<file path="config.mk">
export PLATFORM = sky130hd
export DESIGN_NAME = blink_word_reporter
export DESIGN_NICKNAME = d
export VERILOG_FILES = /design/src/rtl/blink_pkg.sv /design/src/rtl/blink_prescaler.sv /design/src/rtl/blink_sequencer.sv /design/src/rtl/blink_led_drive.sv /design/src/rtl/blink_word_reporter.sv
export SDC_FILE = /design/constraint.sdc
export NUM_CORES = 1
export LEC_CHECK = 0
export ABC_AREA = 1
export BUFFER_PORTS_ARGS = -buffer_cell sky130_fd_sc_hd__buf_2
export CAP_MARGIN = 20
export CORE_ASPECT_RATIO = 0.6
export CORE_MARGIN = 4
export CORE_UTILIZATION = 50
export DETAILED_ROUTE_END_ITERATION = 6
export GPL_ROUTABILITY_DRIVEN = 0
export PLACE_DENSITY = 0.75
export SYNTH_ARGS = -nofsm -noshare
export SYNTH_HDL_FRONTEND = slang
export SYNTH_SLANG_ARGS = --single-unit
</file>
<file path="constraint.sdc">
create_clock -name clk_i -period 4.3 [get_ports clk_i]
set_clock_uncertainty 0.15 [all_clocks]
set_input_delay 0.215 -clock clk_i [delete_from_list [all_inputs] [get_ports clk_i]]
set_output_delay 0.215 -clock clk_i [all_outputs]
set_load 0.02 [all_outputs]
</file>
<file path="src/rtl/blink_pkg.sv">
package blink_pkg;
  typedef enum logic [1:0] {
    ST_IDLE  = 2'd0,
    ST_GAP   = 2'd1,
    ST_MARK  = 2'd2,
    ST_PAUSE = 2'd3
  } blink_state_e;

  localparam int UNIT_CNT_W = 4;
  localparam logic [UNIT_CNT_W-1:0] GAP_UNITS   = 4'd1;
  localparam logic [UNIT_CNT_W-1:0] ZERO_UNITS  = 4'd1;
  localparam logic [UNIT_CNT_W-1:0] ONE_UNITS   = 4'd3;
  localparam logic [UNIT_CNT_W-1:0] PAUSE_UNITS = 4'd10;
endpackage

</file>
<file path="src/rtl/blink_prescaler.sv">
module blink_prescaler #(
  parameter int DIV_W = 16,
  parameter int LEN_W = 12
) (
  input  logic             clk_i,
  input  logic             rst_ni,
  input  logic             clear_i,
  input  logic             run_i,
  input  logic [DIV_W-1:0] div_i,
  input  logic [LEN_W-1:0] len_i,
  output logic             sub_tick_o,
  output logic             unit_tick_o
);
  logic [DIV_W-1:0] cyc_q, div_last;
  logic [LEN_W-1:0] sub_q, len_last;
  logic             last_cyc, last_sub;

  // zero setting behaves as one
  assign div_last = (div_i == '0) ? '0 : div_i - 1'b1;
  assign len_last = (len_i == '0) ? '0 : len_i - 1'b1;
  assign last_cyc = (cyc_q == div_last);
  assign last_sub = (sub_q == len_last);

  assign sub_tick_o  = run_i && !clear_i && last_cyc;
  assign unit_tick_o = sub_tick_o && last_sub;

  always_ff @(posedge clk_i or negedge rst_ni) begin
    if (!rst_ni) begin
      cyc_q <= '0;
      sub_q <= '0;
    end else if (clear_i || !run_i) begin
      cyc_q <= '0;
      sub_q <= '0;
    end else if (last_cyc) begin
      cyc_q <= '0;
      sub_q <= last_sub ? '0 : sub_q + 1'b1;
    end else begin
      cyc_q <= cyc_q + 1'b1;
    end
  end
endmodule

</file>
<file path="src/rtl/blink_sequencer.sv">
module blink_sequencer
  import blink_pkg::*;
#(
  parameter int WORD_W = 32,
  localparam int IDX_W = $clog2(WORD_W)
) (
  input  logic                  clk_i,
  input  logic                  rst_ni,
  input  logic                  load_i,
  input  logic [WORD_W-1:0]     word_i,
  input  logic                  unit_tick_i,
  output logic                  start_o,
  output logic                  mark_o,
  output blink_state_e          state_o,
  output logic [WORD_W-1:0]     word_o,
  output logic [IDX_W-1:0]      bit_idx_o,
  output logic [UNIT_CNT_W-1:0] units_o
);
  localparam logic [IDX_W-1:0] LAST_IDX = IDX_W'(WORD_W - 1);

  blink_state_e          state_q;
  logic [WORD_W-1:0]     word_q;
  logic [IDX_W-1:0]      idx_q;
  logic [UNIT_CNT_W-1:0] units_q;
  logic                  bit_val;

  assign start_o   = load_i && (state_q == ST_IDLE);
  assign bit_val   = word_q[idx_q];
  assign mark_o    = (state_q == ST_MARK);
  assign state_o   = state_q;
  assign word_o    = word_q;
  assign bit_idx_o = idx_q;
  assign units_o   = units_q;

  always_ff @(posedge clk_i or negedge rst_ni) begin
    if (!rst_ni) begin
      state_q <= ST_IDLE;
      word_q  <= '0;
      idx_q   <= '0;
      units_q <= '0;
    end else if (start_o) begin
      word_q  <= word_i;
      idx_q   <= LAST_IDX;
      units_q <= GAP_UNITS;
      state_q <= ST_GAP;
    end else if (unit_tick_i && state_q != ST_IDLE) begin
      if (units_q > 1) begin
        units_q <= units_q - 1'b1;
      end else begin
        unique case (state_q)
          ST_GAP: begin
            state_q <= ST_MARK;
            units_q <= bit_val ? ONE_UNITS : ZERO_UNITS;
          end
          ST_MARK: begin
            if (idx_q == '0) begin
              state_q <= ST_PAUSE;
              units_q <= PAUSE_UNITS;
            end else begin
              state_q <= ST_GAP;
              idx_q   <= idx_q - 1'b1;
              units_q <= GAP_UNITS;
            end
          end
          ST_PAUSE: begin
            state_q <= ST_GAP;
            idx_q   <= LAST_IDX;
            units_q <= GAP_UNITS;
          end
          default: state_q <= ST_IDLE;
        endcase
      end
    end
  end
endmodule

</file>
<file path="src/rtl/blink_led_drive.sv">
module blink_led_drive #(
  parameter bit ACTIVE_LOW = 1'b0
) (
  input  logic clk_i,
  input  logic rst_ni,
  input  logic mark_i,
  output logic led_o
);
  always_ff @(posedge clk_i or negedge rst_ni) begin
    if (!rst_ni) led_o <= ACTIVE_LOW;
    else         led_o <= mark_i ^ ACTIVE_LOW;
  end
endmodule

</file>
<file path="src/rtl/blink_word_reporter.sv">
module blink_word_reporter
  import blink_pkg::*;
#(
  parameter int WORD_W     = 32,
  parameter int DIV_W      = 16,
  parameter int LEN_W      = 12,
  parameter bit ACTIVE_LOW = 1'b0
) (
  input  logic              clk_i,
  input  logic              rst_ni,
  input  logic              load_i,
  input  logic [WORD_W-1:0] word_i,
  input  logic [DIV_W-1:0]  sub_div_i,
  input  logic [LEN_W-1:0]  unit_len_i,
  output logic              led_o
);
  localparam int IDX_W = $clog2(WORD_W);

  logic                  start, mark, sub_tick, unit_tick, running;
  blink_state_e          seq_state;
  logic [WORD_W-1:0]     shown_word;
  logic [IDX_W-1:0]      bit_idx;
  logic [UNIT_CNT_W-1:0] units_left;
  logic [DIV_W-1:0]      div_q;
  logic [LEN_W-1:0]      len_q;

  // timing frozen at load
  always_ff @(posedge clk_i or negedge rst_ni) begin
    if (!rst_ni) begin
      div_q <= '0;
      len_q <= '0;
    end else if (start) begin
      div_q <= sub_div_i;
      len_q <= unit_len_i;
    end
  end

  assign running = (seq_state != ST_IDLE);

  blink_prescaler #(.DIV_W(DIV_W), .LEN_W(LEN_W)) u_presc (
    .clk_i      (clk_i),
    .rst_ni     (rst_ni),
    .clear_i    (start),
    .run_i      (running),
    .div_i      (div_q),
    .len_i      (len_q),
    .sub_tick_o (sub_tick),
    .unit_tick_o(unit_tick)
  );

  blink_sequencer #(.WORD_W(WORD_W)) u_seq (
    .clk_i      (clk_i),
    .rst_ni     (rst_ni),
    .load_i     (load_i),
    .word_i     (word_i),
    .unit_tick_i(unit_tick),
    .start_o    (start),
    .mark_o     (mark),
    .state_o    (seq_state),
    .word_o     (shown_word),
    .bit_idx_o  (bit_idx),
    .units_o    (units_left)
  );

  blink_led_drive #(.ACTIVE_LOW(ACTIVE_LOW)) u_led (
    .clk_i (clk_i),
    .rst_ni(rst_ni),
    .mark_i(mark),
    .led_o (led_o)
  );
endmodule

</file>
==> impl_metrics.ini <==
[pwr]
power_frac_seq_pct = 51.5
p_int_w = 0.00141
vdd_drop_max_uv = 187
p_comb_share_pct = 5.1
netSwitchingFraction_pct = 22.7
p_switching_w = 0.000413
p_per_area_nw_per_um2 = 251
clkPwrFrac_pct = 43.4
power_leakage_nw = 3.70

[global_route]
grt-ovfl-total = 0
grt_pass1_vias = 5345
antenna_found_initial = 0
grt.total_usage_pct = 24.2
grt_max_degree = 70
grt_first_pass_wirelength_mm = 26.9

[logic_synthesis]
synth_warnings = 0
syn_avg_cell_area_um2 = 7.00
syn-cell-area_um2 = 5940
synthFlopType = dfrtp_1
ys_seq_area_share_pct = 42.1
synth-async-reset-ratio_pct = 100
synth_fp_nets = 920
synth_cell_types = 35
synth-edff-count = 0
synth_cells = 849
synth-seq-cells = 100

[finish]
area_growth_pct = 22.1
final_util_pct = 63.3
final.fill_count = 1016
nets = 1031
final_cells = 1126
drive_gt1_share_pct = 11.0

[worst_setup_path]
r2r_start = div_q[0]
start_kind = register
path_class = register to register
crit_arrival_ns = 3.16
crit_start = div_q[0]
critical_path_required_ns = 4.42
crit_path_end_kind = register
critPathMaxFanout = 28

[hold_path]
hold_path_startpoint = load_i
hp-class = input pin to register

[floorplan]
die_area_um2 = 13700
dieHeight_um = 92.4
die_w_um = 149
core_area_um2 = 11400
rows = 30
initial_core_util_pct = 51.9
ioPinCount = 64

[placed_design]
dp_slack_ns = 1.29
portBuffers = 63
placed_cells = 1048
dp_hpwl_mm = 10.7

[timing]
setup_viol = 0
hold_ws_ns = 0.308
tightest_slew_ns = 0.892
slew_headroom_pct = 40.5
slew_viol_final = 0
finalHoldViolCount = 0
finalSetupTns_ns = 0
timing.final.ws_setup_ns = 1.25
final.period_utilization_pct = 70.8
max_freq_mhz = 328
rsz0062_at_grt = no
layout_min_cycle_time_ns = 3.05

[clock_tree]
post-cts-setup-buffer-count = 0
post_cts_resized = 0
path_clk_slew_ns = 0.07
cts_tree = built
cts_made_buffers = 9
cts_num_sinks = 100
clkLatencyLatePin_ns = 0.35
cts-root-buf = clkbuf_16
ctsHoldBuffers = 61
htreeDepth = 3
clk_path_buf_depth = 2

[drt]
wl_per_cell_um = 14.0
drt-total-wl_mm = 15.7
postRouteAntennaNets = 0
vias = 5769
route.detailed.drc = 0
drtPass1Iterations = 5
drt_iter0_markers = 544
avgViaCountPerCell = 5.12

[outcome]
status = completed

[flow_run]
maxCapViolations = 0
-- power groups by stage --
stage	combinational, W	clock [W]	sequential (W)
final	0.0000929	0.000791	0.000940
after global routing	0.000103	0.000845	0.000939
after CTS	0.0000910	0.000803	0.000940
after detailed placement	0.0000484	0	0.000958
after global placement	0.0000477	0	0.000958
after floorplan	0.00000000138	0	0.000958
-- area by class of cell --
type | count | area [µm²] | share of cell area (%)
Clock buffer | 10 | 239 | 3.30
Tap cell | 160 | 200 | 2.76
Clock inverter | 6 | 46.3 | 0.638
Antenna cell | 1 | 2.50 | 0.0345
Sequential cell | 100 | 2500 | 34.5
Inverter | 83 | 312 | 4.30
Multi-Input combinational cell | 638 | 2980 | 41.1
Timing Repair Buffer | 128 | 971 | 13.4
-- Yosys cell counts, types with 2 or more instances --
| cell type | count | share of area [%] |
|---|---|---|
| buf_6 | 4 | 0.76 |
| nand2_1 | 300 | 19 |
| inv_1 | 82 | 5.2 |
| nand3_1 | 70 | 5.9 |
| o21ai_0 | 64 | 5.4 |
| buf_1 | 2 | 0.13 |
| nor3b_1 | 4 | 0.51 |
| dfrtp_1 | 100 | 42 |
| buf_2 | 3 | 0.25 |
| nand2_4 | 2 | 0.38 |
| nand4_1 | 24 | 2.5 |
| clkbuf_1 | 17 | 1.1 |
| xor2_1 | 14 | 2.1 |
| nor2_4 | 3 | 0.57 |
| a31oi_1 | 2 | 0.21 |
| nor4_1 | 2 | 0.21 |
| o21ai_1 | 6 | 0.51 |
| a21oi_1 | 12 | 1.0 |
| nor2_1 | 86 | 5.4 |
| o22ai_1 | 7 | 0.74 |
| nand2_2 | 6 | 0.63 |
| xnor2_1 | 4 | 0.59 |
| nor3_1 | 9 | 0.76 |
| ha_1 | 8 | 1.7 |
| buf_4 | 2 | 0.25 |
| nor2_2 | 7 | 0.74 |
-- layer usage --
layer / vias up / part of all wire, % / global-route usage (%)
met2: 217 / 40 / 32.2
li1: 2936 / - / -
met3: 8 / 7.2 / 4.74
met1: 2608 / 53 / 39.8
met4: 0 / 0.66 / 4.53
met5: - / 0 / 0
-- per-stage QoR --
step | total power, W | cell area (µm²)
2_1_floorplan | 0.000958 | 5940
4_1_cts | 0.00183 | 7250
6_report | 0.00182 | 7250
3_3_place_gp | 0.00101 | 6350
5_1_grt | 0.00189 | 7250
3_5_place_dp | 0.00101 | 6350
-- sequential cells by signal (all words and copies together), names as in the netlist --
| name | cells |
|---|---|
| u_seq.word_o | 32 |
| div_q | 16 |
| u_presc.cyc_q | 16 |
| len_q | 12 |
| u_presc.sub_q | 12 |
| u_seq.bit_idx_o | 5 |
| u_seq.units_o | 4 |
| u_seq.state_o | 2 |
| u_led.led_o | 1 |
-- final timing paths --
path                                           to  slack (ns)  depth (start not counted)
worst max-delay path            u_presc.sub_q[10]        1.25                         15
worst min-delay path             u_seq.word_o[23]        0.31                          5
worst max register to register  u_presc.sub_q[10]        1.25                         15
worst min register to register   u_seq.word_o[25]        0.33                          2
max in group asynchronous                div_q[2]        2.66                          3
min in group asynchronous        u_seq.word_o[20]        0.38                          2
-- cell usage in the layout (no fill, tap or decap), drive strengths merged, types with 2 or more instances in the layout --
| cell | n |
|---|---|
| o22ai | 7 |
| a31oi | 2 |
| xnor2 | 4 |
| nand3 | 71 |
| nand3b | 3 |
| inv | 86 |
| nor3b | 4 |
| dfrtp | 100 |
| ha | 8 |
| nor2 | 96 |
| nor3 | 9 |
| buf | 67 |
| o21ai | 70 |
| a21oi | 12 |
| clkinvlp | 2 |
| xor2 | 14 |
| nor4 | 2 |
| dlygate4sd3 | 61 |
| nand2 | 308 |
| clkbuf | 10 |
| nand4 | 24 |
-- logic make-up after synthesis --
kind of cell               synth area share [%]
and+or+nand+nor                            37.5
xor gates and xnor gates                   2.65
adders and majority gates                  1.69
AOI/OAI and AO/OA                          8.28
DFF                                        42.1
buffers and inverters                      7.71
-- worst max-delay path: stages, from the launching register on --
cell	delay, ns
dfrtp_1	0.36
inv_1	0.13
ha_1	0.23
nand2_2	0.10
nor2_2	0.15
nand2_4	0.19
nand2_1	0.13
xor2_1	0.23
nand3b_4	0.09
nor2_2	0.08
nand2_1	0.08
nor2_4	0.31
inv_2	0.09
nand2_2	0.40
nand4_1	0.14
o21ai_1	0.11
No activity file was read; power rests on OpenSTA's default activity.
